<file path="config.mk">
export PLATFORM = sky130hd
export DESIGN_NAME = symfir_decim
export DESIGN_NICKNAME = d
export VERILOG_FILES = /design/src/rtl/symfir_pkg.sv /design/src/rtl/symfir_sample_ring.sv /design/src/rtl/symfir_coef_bank.sv /design/src/rtl/symfir_round_sat.sv /design/src/rtl/symfir_decim.sv
export SDC_FILE = /design/constraint.sdc
export NUM_CORES = 2
export LEC_CHECK = 0
export CAP_MARGIN = 10
export CORE_ASPECT_RATIO = 0.5
export CORE_MARGIN = 1
export CORE_UTILIZATION = 40
export CTS_CLUSTER_DIAMETER = 120
export DETAILED_ROUTE_END_ITERATION = 8
export HOLD_SLACK_MARGIN = 0.05
export PLACE_DENSITY_LB_ADDON = 0.2
export SLEW_MARGIN = 15
export SYNTH_ARGS = -nofsm -noshare
export SYNTH_HDL_FRONTEND = slang
export SYNTH_SLANG_ARGS = --single-unit
</file>
<file path="constraint.sdc">
create_clock -name clk -period 16.45 [get_ports clk]
set_input_delay 4.935 -clock clk [delete_from_list [all_inputs] [get_ports clk]]
set_output_delay 4.935 -clock clk [all_outputs]
set_load 0.01 [all_outputs]
</file>
<file path="src/rtl/symfir_pkg.sv">
package symfir_pkg;
    typedef enum logic [1:0] {
        ST_IDLE,
        ST_MAC,
        ST_EMIT
    } fir_state_e;
endpackage

</file>
<file path="src/rtl/symfir_sample_ring.sv">
module symfir_sample_ring #(
    parameter int DATA_W = 16,
    parameter int DEPTH  = 128
) (
    input  logic                     clk,
    input  logic                     rst_n,
    input  logic                     wr_en,
    input  logic signed [DATA_W-1:0] wr_data,
    output logic [$clog2(DEPTH)-1:0] wr_ptr,
    input  logic [$clog2(DEPTH)-1:0] rd_addr_a,
    input  logic [$clog2(DEPTH)-1:0] rd_addr_b,
    output logic signed [DATA_W-1:0] rd_a,
    output logic signed [DATA_W-1:0] rd_b
);
    localparam int AW = $clog2(DEPTH);

    logic signed [DATA_W-1:0] mem_q [DEPTH];
    logic [AW-1:0]            ptr_q;

    always_ff @(posedge clk or negedge rst_n) begin
        if (!rst_n) begin
            ptr_q <= '0;
            for (int i = 0; i < DEPTH; i++) begin
                mem_q[i] <= '0;
            end
        end else if (wr_en) begin
            mem_q[ptr_q] <= wr_data;
            ptr_q        <= ptr_q + AW'(1);
        end
    end

    assign wr_ptr = ptr_q;
    assign rd_a   = mem_q[rd_addr_a];
    assign rd_b   = mem_q[rd_addr_b];
endmodule

</file>
<file path="src/rtl/symfir_coef_bank.sv">
module symfir_coef_bank #(
    parameter int COEF_W = 16,
    parameter int N_COEF = 32
) (
    input  logic                      clk,
    input  logic                      rst_n,
    input  logic                      we,
    input  logic [$clog2(N_COEF)-1:0] waddr,
    input  logic signed [COEF_W-1:0]  wdata,
    input  logic [$clog2(N_COEF)-1:0] raddr,
    output logic signed [COEF_W-1:0]  rdata
);
    logic signed [COEF_W-1:0] bank_q [N_COEF];

    always_ff @(posedge clk or negedge rst_n) begin
        if (!rst_n) begin
            for (int i = 0; i < N_COEF; i++) begin
                bank_q[i] <= '0;
            end
        end else if (we) begin
            bank_q[waddr] <= wdata;
        end
    end

    assign rdata = bank_q[raddr];
endmodule

</file>
<file path="src/rtl/symfir_round_sat.sv">
module symfir_round_sat #(
    parameter int ACC_W = 38,
    parameter int FRAC  = 15,
    parameter int OUT_W = 16
) (
    input  logic signed [ACC_W-1:0] acc,
    output logic signed [OUT_W-1:0] y
);
    localparam logic signed [ACC_W-1:0] HALF_LSB = ACC_W'(1) <<< (FRAC - 1);
    localparam logic signed [ACC_W-1:0] MAX_V    = ACC_W'((64'sd1 <<< (OUT_W - 1)) - 1);
    localparam logic signed [ACC_W-1:0] MIN_V    = -MAX_V - ACC_W'(1);

    logic signed [ACC_W-1:0] biased;
    logic signed [ACC_W-1:0] scaled;

    always_comb begin
        biased = acc + HALF_LSB;
        scaled = biased >>> FRAC;
        if (scaled > MAX_V) begin
            y = MAX_V[OUT_W-1:0];
        end else if (scaled < MIN_V) begin
            y = MIN_V[OUT_W-1:0];
        end else begin
            y = scaled[OUT_W-1:0];
        end
    end
endmodule

</file>
<file path="src/rtl/symfir_decim.sv">
module symfir_decim
    import symfir_pkg::*;
#(
    parameter int DATA_W        = 16,
    parameter int COEF_W        = 16,
    parameter int MAX_SYM_TAPS  = 63,
    parameter int MAX_ASYM_TAPS = 32,
    parameter int TAPS_W        = 6,
    parameter int DEC_W         = 3,
    parameter int CLKS_PER_IN   = 5,
    parameter int RING_DEPTH    = 128
) (
    input  logic              clk,
    input  logic              rst_n,
    input  logic              in_valid,
    input  logic [DATA_W-1:0] in_data,
    input  logic              cfg_sym,
    input  logic              cfg_odd_sym,
    input  logic [TAPS_W-1:0] cfg_taps,
    input  logic [DEC_W-1:0]  cfg_dec,
    input  logic              coef_we,
    input  logic [$clog2(((MAX_SYM_TAPS + 1) / 2 > MAX_ASYM_TAPS) ? (MAX_SYM_TAPS + 1) / 2 : MAX_ASYM_TAPS)-1:0] coef_addr,
    input  logic [COEF_W-1:0] coef_data,
    output logic              out_valid,
    output logic [DATA_W-1:0] out_data,
    output logic              over_budget
);
    localparam int N_COEF  = ((MAX_SYM_TAPS + 1) / 2 > MAX_ASYM_TAPS) ? (MAX_SYM_TAPS + 1) / 2 : MAX_ASYM_TAPS;
    localparam int CADDR_W = $clog2(N_COEF);
    localparam int RING_AW = $clog2(RING_DEPTH);
    localparam int PRE_W   = DATA_W + 1;
    localparam int PROD_W  = PRE_W + COEF_W;
    localparam int ACC_W   = PROD_W + $clog2(N_COEF);
    localparam int FRAC    = COEF_W - 1;

    fir_state_e state_q, state_d;

    logic [DEC_W-1:0]         phase_q;
    logic [RING_AW-1:0]       base_q;
    logic [TAPS_W-1:0]        step_q;
    logic signed [ACC_W-1:0]  acc_q;

    logic                     trig;
    logic [TAPS_W-1:0]        taps_eff;
    logic [TAPS_W:0]          taps_p1;
    logic [TAPS_W-1:0]        need_c;
    logic [TAPS_W-1:0]        half_c;
    logic [TAPS_W-1:0]        steps_c;
    int unsigned              budget_i;
    logic                     over_c;

    logic [RING_AW-1:0]       wr_ptr;
    logic [RING_AW-1:0]       addr_a;
    logic [RING_AW-1:0]       addr_b;
    logic signed [DATA_W-1:0] smp_a;
    logic signed [DATA_W-1:0] smp_b;
    logic signed [COEF_W-1:0] coef_c;
    logic signed [PRE_W-1:0]  pre_c;
    logic signed [PROD_W-1:0] prod_c;
    logic signed [DATA_W-1:0] rounded;

    // tap-count and budget evaluation
    always_comb begin
        if (!cfg_sym && (cfg_taps > TAPS_W'(MAX_ASYM_TAPS))) begin
            taps_eff = TAPS_W'(MAX_ASYM_TAPS);
        end else begin
            taps_eff = cfg_taps;
        end
        taps_p1  = {1'b0, taps_eff} + (TAPS_W + 1)'(1);
        half_c   = taps_eff >> 1;
        need_c   = cfg_sym ? taps_p1[TAPS_W:1] : taps_eff;
        budget_i = (int'(cfg_dec) + 1) * CLKS_PER_IN - 1;
        over_c   = int'(need_c) > budget_i;
        steps_c  = over_c ? TAPS_W'(budget_i) : need_c;
    end

    assign trig = in_valid && (phase_q == cfg_dec);

    symfir_sample_ring #(
        .DATA_W (DATA_W),
        .DEPTH  (RING_DEPTH)
    ) u_ring (
        .clk       (clk),
        .rst_n     (rst_n),
        .wr_en     (in_valid),
        .wr_data   (in_data),
        .wr_ptr    (wr_ptr),
        .rd_addr_a (addr_a),
        .rd_addr_b (addr_b),
        .rd_a      (smp_a),
        .rd_b      (smp_b)
    );

    symfir_coef_bank #(
        .COEF_W (COEF_W),
        .N_COEF (N_COEF)
    ) u_coef (
        .clk   (clk),
        .rst_n (rst_n),
        .we    (coef_we),
        .waddr (coef_addr),
        .wdata (coef_data),
        .raddr (step_q[CADDR_W-1:0]),
        .rdata (coef_c)
    );

    symfir_round_sat #(
        .ACC_W (ACC_W),
        .FRAC  (FRAC),
        .OUT_W (DATA_W)
    ) u_rs (
        .acc (acc_q),
        .y   (rounded)
    );

    // tap addressing and mirrored pre-adder
    always_comb begin
        addr_a = base_q - RING_AW'(step_q);
        addr_b = base_q - RING_AW'(taps_eff) + RING_AW'(1) + RING_AW'(step_q);
        if (cfg_sym && (step_q < half_c)) begin
            pre_c = cfg_odd_sym ? (PRE_W'(smp_a) - PRE_W'(smp_b))
                                : (PRE_W'(smp_a) + PRE_W'(smp_b));
        end else if (cfg_sym) begin
            pre_c = cfg_odd_sym ? '0 : PRE_W'(smp_a);
        end else begin
            pre_c = PRE_W'(smp_a);
        end
        prod_c = pre_c * coef_c;
    end

    // decimation phase
    always_ff @(posedge clk or negedge rst_n) begin
        if (!rst_n) begin
            phase_q <= '0;
        end else if (in_valid) begin
            phase_q <= trig ? '0 : phase_q + DEC_W'(1);
        end
    end

    // next-state logic
    always_comb begin
        state_d = state_q;
        unique case (state_q)
            ST_IDLE, ST_EMIT: begin
                if (trig) begin
                    state_d = (steps_c == '0) ? ST_EMIT : ST_MAC;
                end else begin
                    state_d = ST_IDLE;
                end
            end
            ST_MAC: begin
                if (step_q + TAPS_W'(1) == steps_c) begin
                    state_d = ST_EMIT;
                end
            end
            default: state_d = ST_IDLE;
        endcase
    end

    // state register
    always_ff @(posedge clk or negedge rst_n) begin
        if (!rst_n) begin
            state_q <= ST_IDLE;
        end else begin
            state_q <= state_d;
        end
    end

    // accumulate datapath
    always_ff @(posedge clk or negedge rst_n) begin
        if (!rst_n) begin
            base_q <= '0;
            step_q <= '0;
            acc_q  <= '0;
        end else begin
            unique case (state_q)
                ST_IDLE, ST_EMIT: begin
                    if (trig) begin
                        base_q <= wr_ptr;
                        step_q <= '0;
                        acc_q  <= '0;
                    end
                end
                ST_MAC: begin
                    acc_q  <= acc_q + prod_c;
                    step_q <= step_q + TAPS_W'(1);
                end
                default: ;
            endcase
        end
    end

    // outputs
    always_ff @(posedge clk or negedge rst_n) begin
        if (!rst_n) begin
            out_valid   <= 1'b0;
            out_data    <= '0;
            over_budget <= 1'b0;
        end else begin
            out_valid   <= (state_q == ST_EMIT);
            over_budget <= over_c;
            if (state_q == ST_EMIT) begin
                out_data <= rounded;
            end
        end
    end
endmodule

</file>
==> impl_metrics.py <==
metrics = {
    "run_status": {
        "status": "complete, but fails checks",
        "violations": "antenna violations, negative setup slack",
    },
    "grt": {
        "grt_start_max_net_pins": 179,
        "grt_pass1_vias": 102837,
        "antenna_found_initial": 64,
        "gr-total-overflow": 0,
        "grtUsageTotal_pct": 28.0,
        "grt_pass1_wl_um": 778000,
    },
    "floorplan": {
        "start_util_pct": 40.4,
        "die_h_um": 439,
        "ioPinCount": 70,
        "dieWidth_um": 876,
        "die_area_mm2": 0.384,
        "rows": 159,
        "core-area_mm2": 0.378,
    },
    "timing": {
        "worst_slack_ps": -1050,
        "slew_viol_final": 0,
        "setup_viol": 22,
        "hold_violations": 0,
        "min_period_ps": 17500,
        "maxSlewHeadroom_pct": 18.6,
        "fin_crit_sh_pct": 106,
        "max_freq_mhz": 57.1,
        "worstMarginPinSlew_ps": 1220,
        "fin_skew_ps": 83.1,
        "rsz0062_at_grt": "true",
    },
    "synth": {
        "ys_warn_count": 0,
        "synth_flop_cell": "dfrtp_1",
        "syn_nets": 11116,
        "synth_cells": 10558,
        "netlist_area_mm2": 0.153,
        "synthArstFlopShare_pct": 100,
        "synth_edf_count": 0,
        "synth-seq-cells": 2641,
        "synth_cell_types": 112,
        "postSynthAreaPerCell_um2": 14.5,
        "ys_seq_area_share_pct": 43.3,
    },
    "clock_network": {
        "numCtsBuffers": 274,
        "path_clk_slew_ps": 70,
        "cts_sinks": 2641,
        "cts_buffer_depth": 4,
        "h-tree-depth": 5,
        "insertion_delay_ps": 940,
        "cts_tree": "done",
        "clockRootBuffer": "clkbuf_16",
    },
    "final_layout": {
        "finalNetCount": 11583,
        "area_growth_pct": 15.5,
        "layout_commonest_cell": "dfrtp_1",
        "final_util_pct": 46.7,
        "drive_above_1_share_pct": 52.5,
        "final_cell_mix": "2638 x dfrtp_1, 2603 x mux2_2, 1309 x mux4_2, 910 x buf_4, 458 x inv_1",
    },
    "critical_path": {
        "critPathCaptureType": "flop",
        "crit_top_cell": "fa_1",
        "cp_max_fo": 7,
        "arrival_ps": 18320,
        "cp-start-kind": "input port",
        "max_stage_delay_ps": 910,
        "cpLargestDelayFamily": "adder cells",
        "worst-path-buf-inv": 15,
        "cp_slowest_cell": "nor4_1",
        "required_ps": 17270,
        "path_class": "input port to flop",
    },
    "placed_design": {
        "place_congestion": 0.985,
        "portBuffers": 69,
        "dp_slack_ps": -2730,
        "hpwl_um": 364000,
    },
    "route": {
        "via_per_inst": 6.20,
        "drtPass1Iterations": 6,
        "wl_um": 540000,
        "drcViolationCount": 0,
        "routedWlPerCell_um": 33.1,
        "vias": 101270,
        "first_iter_violations": 10784,
        "ant_nets": 1,
    },
    "flow_run": {
        "cap_violations": 0,
    },
    "worst_hold_path": {
        "hold_class": "flop to flop",
    },
}
[layer usage]
metal,track usage (%),vias up,share of wire (%)
li1,-,40449,-
met3,8.12,894,11
met1,42.2,55355,44
met4,7.81,24,3.3
met2,39.3,4548,42
met5,0,-,0.029
[registers in the layout (all words and copies together) (netlist names)]
register,cells
acc_q,38
base_q,7
out_data,16
out_valid,1
over_budget,1
phase_q,3
state_q,2
step_q,6
u_coef.bank_q,512
u_ring.mem_q,2048
u_ring.wr_ptr,7
[layout make-up]
class | count | area (um^2)
Clock buffer | 397 | 8230
Clock inverter | 80 | 921
Fill cell | 33468 | 201000
Timing Repair Buffer | 1124 | 10300
Multi-Input combinational cell | 6503 | 82600
Inverter | 481 | 1810
Sequential cell | 2641 | 66100
Tap cell | 5071 | 6340
Antenna cell | 26 | 65.1
[worst register-to-register path: cells and delay by family (launching register included)]
kind	cells	cell delay, ps
multiplexers	1	140
AND/OR/NAND/NOR	13	3110
adder cells (fa/ha/maj)	11	5250
buffers and inverters	14	2000
AO/OA/AOI/OAI	14	2610
flip-flops	1	740
XOR/XNOR	1	180
[synth_stat cells, types with 51 or more instances]
library cell,number,area [um^2]
nor2b_1,51,319
buf_1,68,255
dfrtp_1,2641,66100
clkbuf_1,717,2690
nor3_1,70,350
fa_1,330,6610
xor2_1,51,447
xnor2_1,77,674
buf_2,66,330
nor2_1,286,1070
mux2_2,2603,29300
nand3_1,86,430
o21ai_0,104,521
inv_1,478,1790
mux4_2,1309,29500
nand2b_1,61,382
mux2i_1,64,641
a21oi_1,102,510
nand2_1,473,1780
ha_1,176,2200
[path summary, 6_finish.rpt]
check                      cells after the start                      from  slack, ps                              to
max reg2reg                                   54     step_q[0]$_DFFE_PN0P_       2340           acc_q[37]$_DFFE_PN0P_
min reg2reg                                    2  out_data[14]$_DFFE_PN0P_        470        out_data[14]$_DFFE_PN0P_
min                                            2  out_data[14]$_DFFE_PN0P_        470        out_data[14]$_DFFE_PN0P_
max                                           57                   cfg_sym      -1050           acc_q[37]$_DFFE_PN0P_
max in group asynchronous                      4                     rst_n       9190   u_coef.bank_q[17]$_DFFE_PN0P_
min in group asynchronous                      1                     rst_n       4020  u_ring.mem_q[1516]$_DFFE_PN0P_
[per-stage QoR]
| stage | area, um^2 | std cells | TNS (ps) | hold slack (ps) |
|---|---|---|---|---|
| floorplan | 153000 | 10558 | -10160 | 456 |
| global placement | 165000 | 15732 | -54620 | 463 |
| detailed placement | 165000 | 15732 | -54310 | 472 |
| CTS | 175000 | 16274 | -9600 | 485 |
| global route | 176000 | 16302 | -22300 | 512 |
| finish | 176000 | 16323 | -14780 | 473 |
[repair_timing]
| action | 4_1_cts | 5_1_grt |
|---|---|---|
| pin swaps | 129 | 115 |
| setup buffers | 61 | 32 |
| gates resized for setup | 156 | 135 |
| hold buffers | 0 | 0 |
| endpoints found under the setup margin | 25 | 24 |
| gates cloned | 6 | 0 |
[cells by family after synthesis]
kind of cell / count (synthesis) / share of synthesized area, %
and+or+nand+nor: 1245 / 3.85
adders and majority gates: 506 / 5.77
DFF: 2641 / 43.3
muxes: 4017 / 39.6
xor gates and xnor gates: 129 / 0.752
AOI/OAI and AO/OA: 606 / 2.79
buffers and inverters: 1414 / 3.95
Power is left out: the tool's default activity adds up to more than one toggle a clock period on the data nets, which glitch-free logic cannot reach.
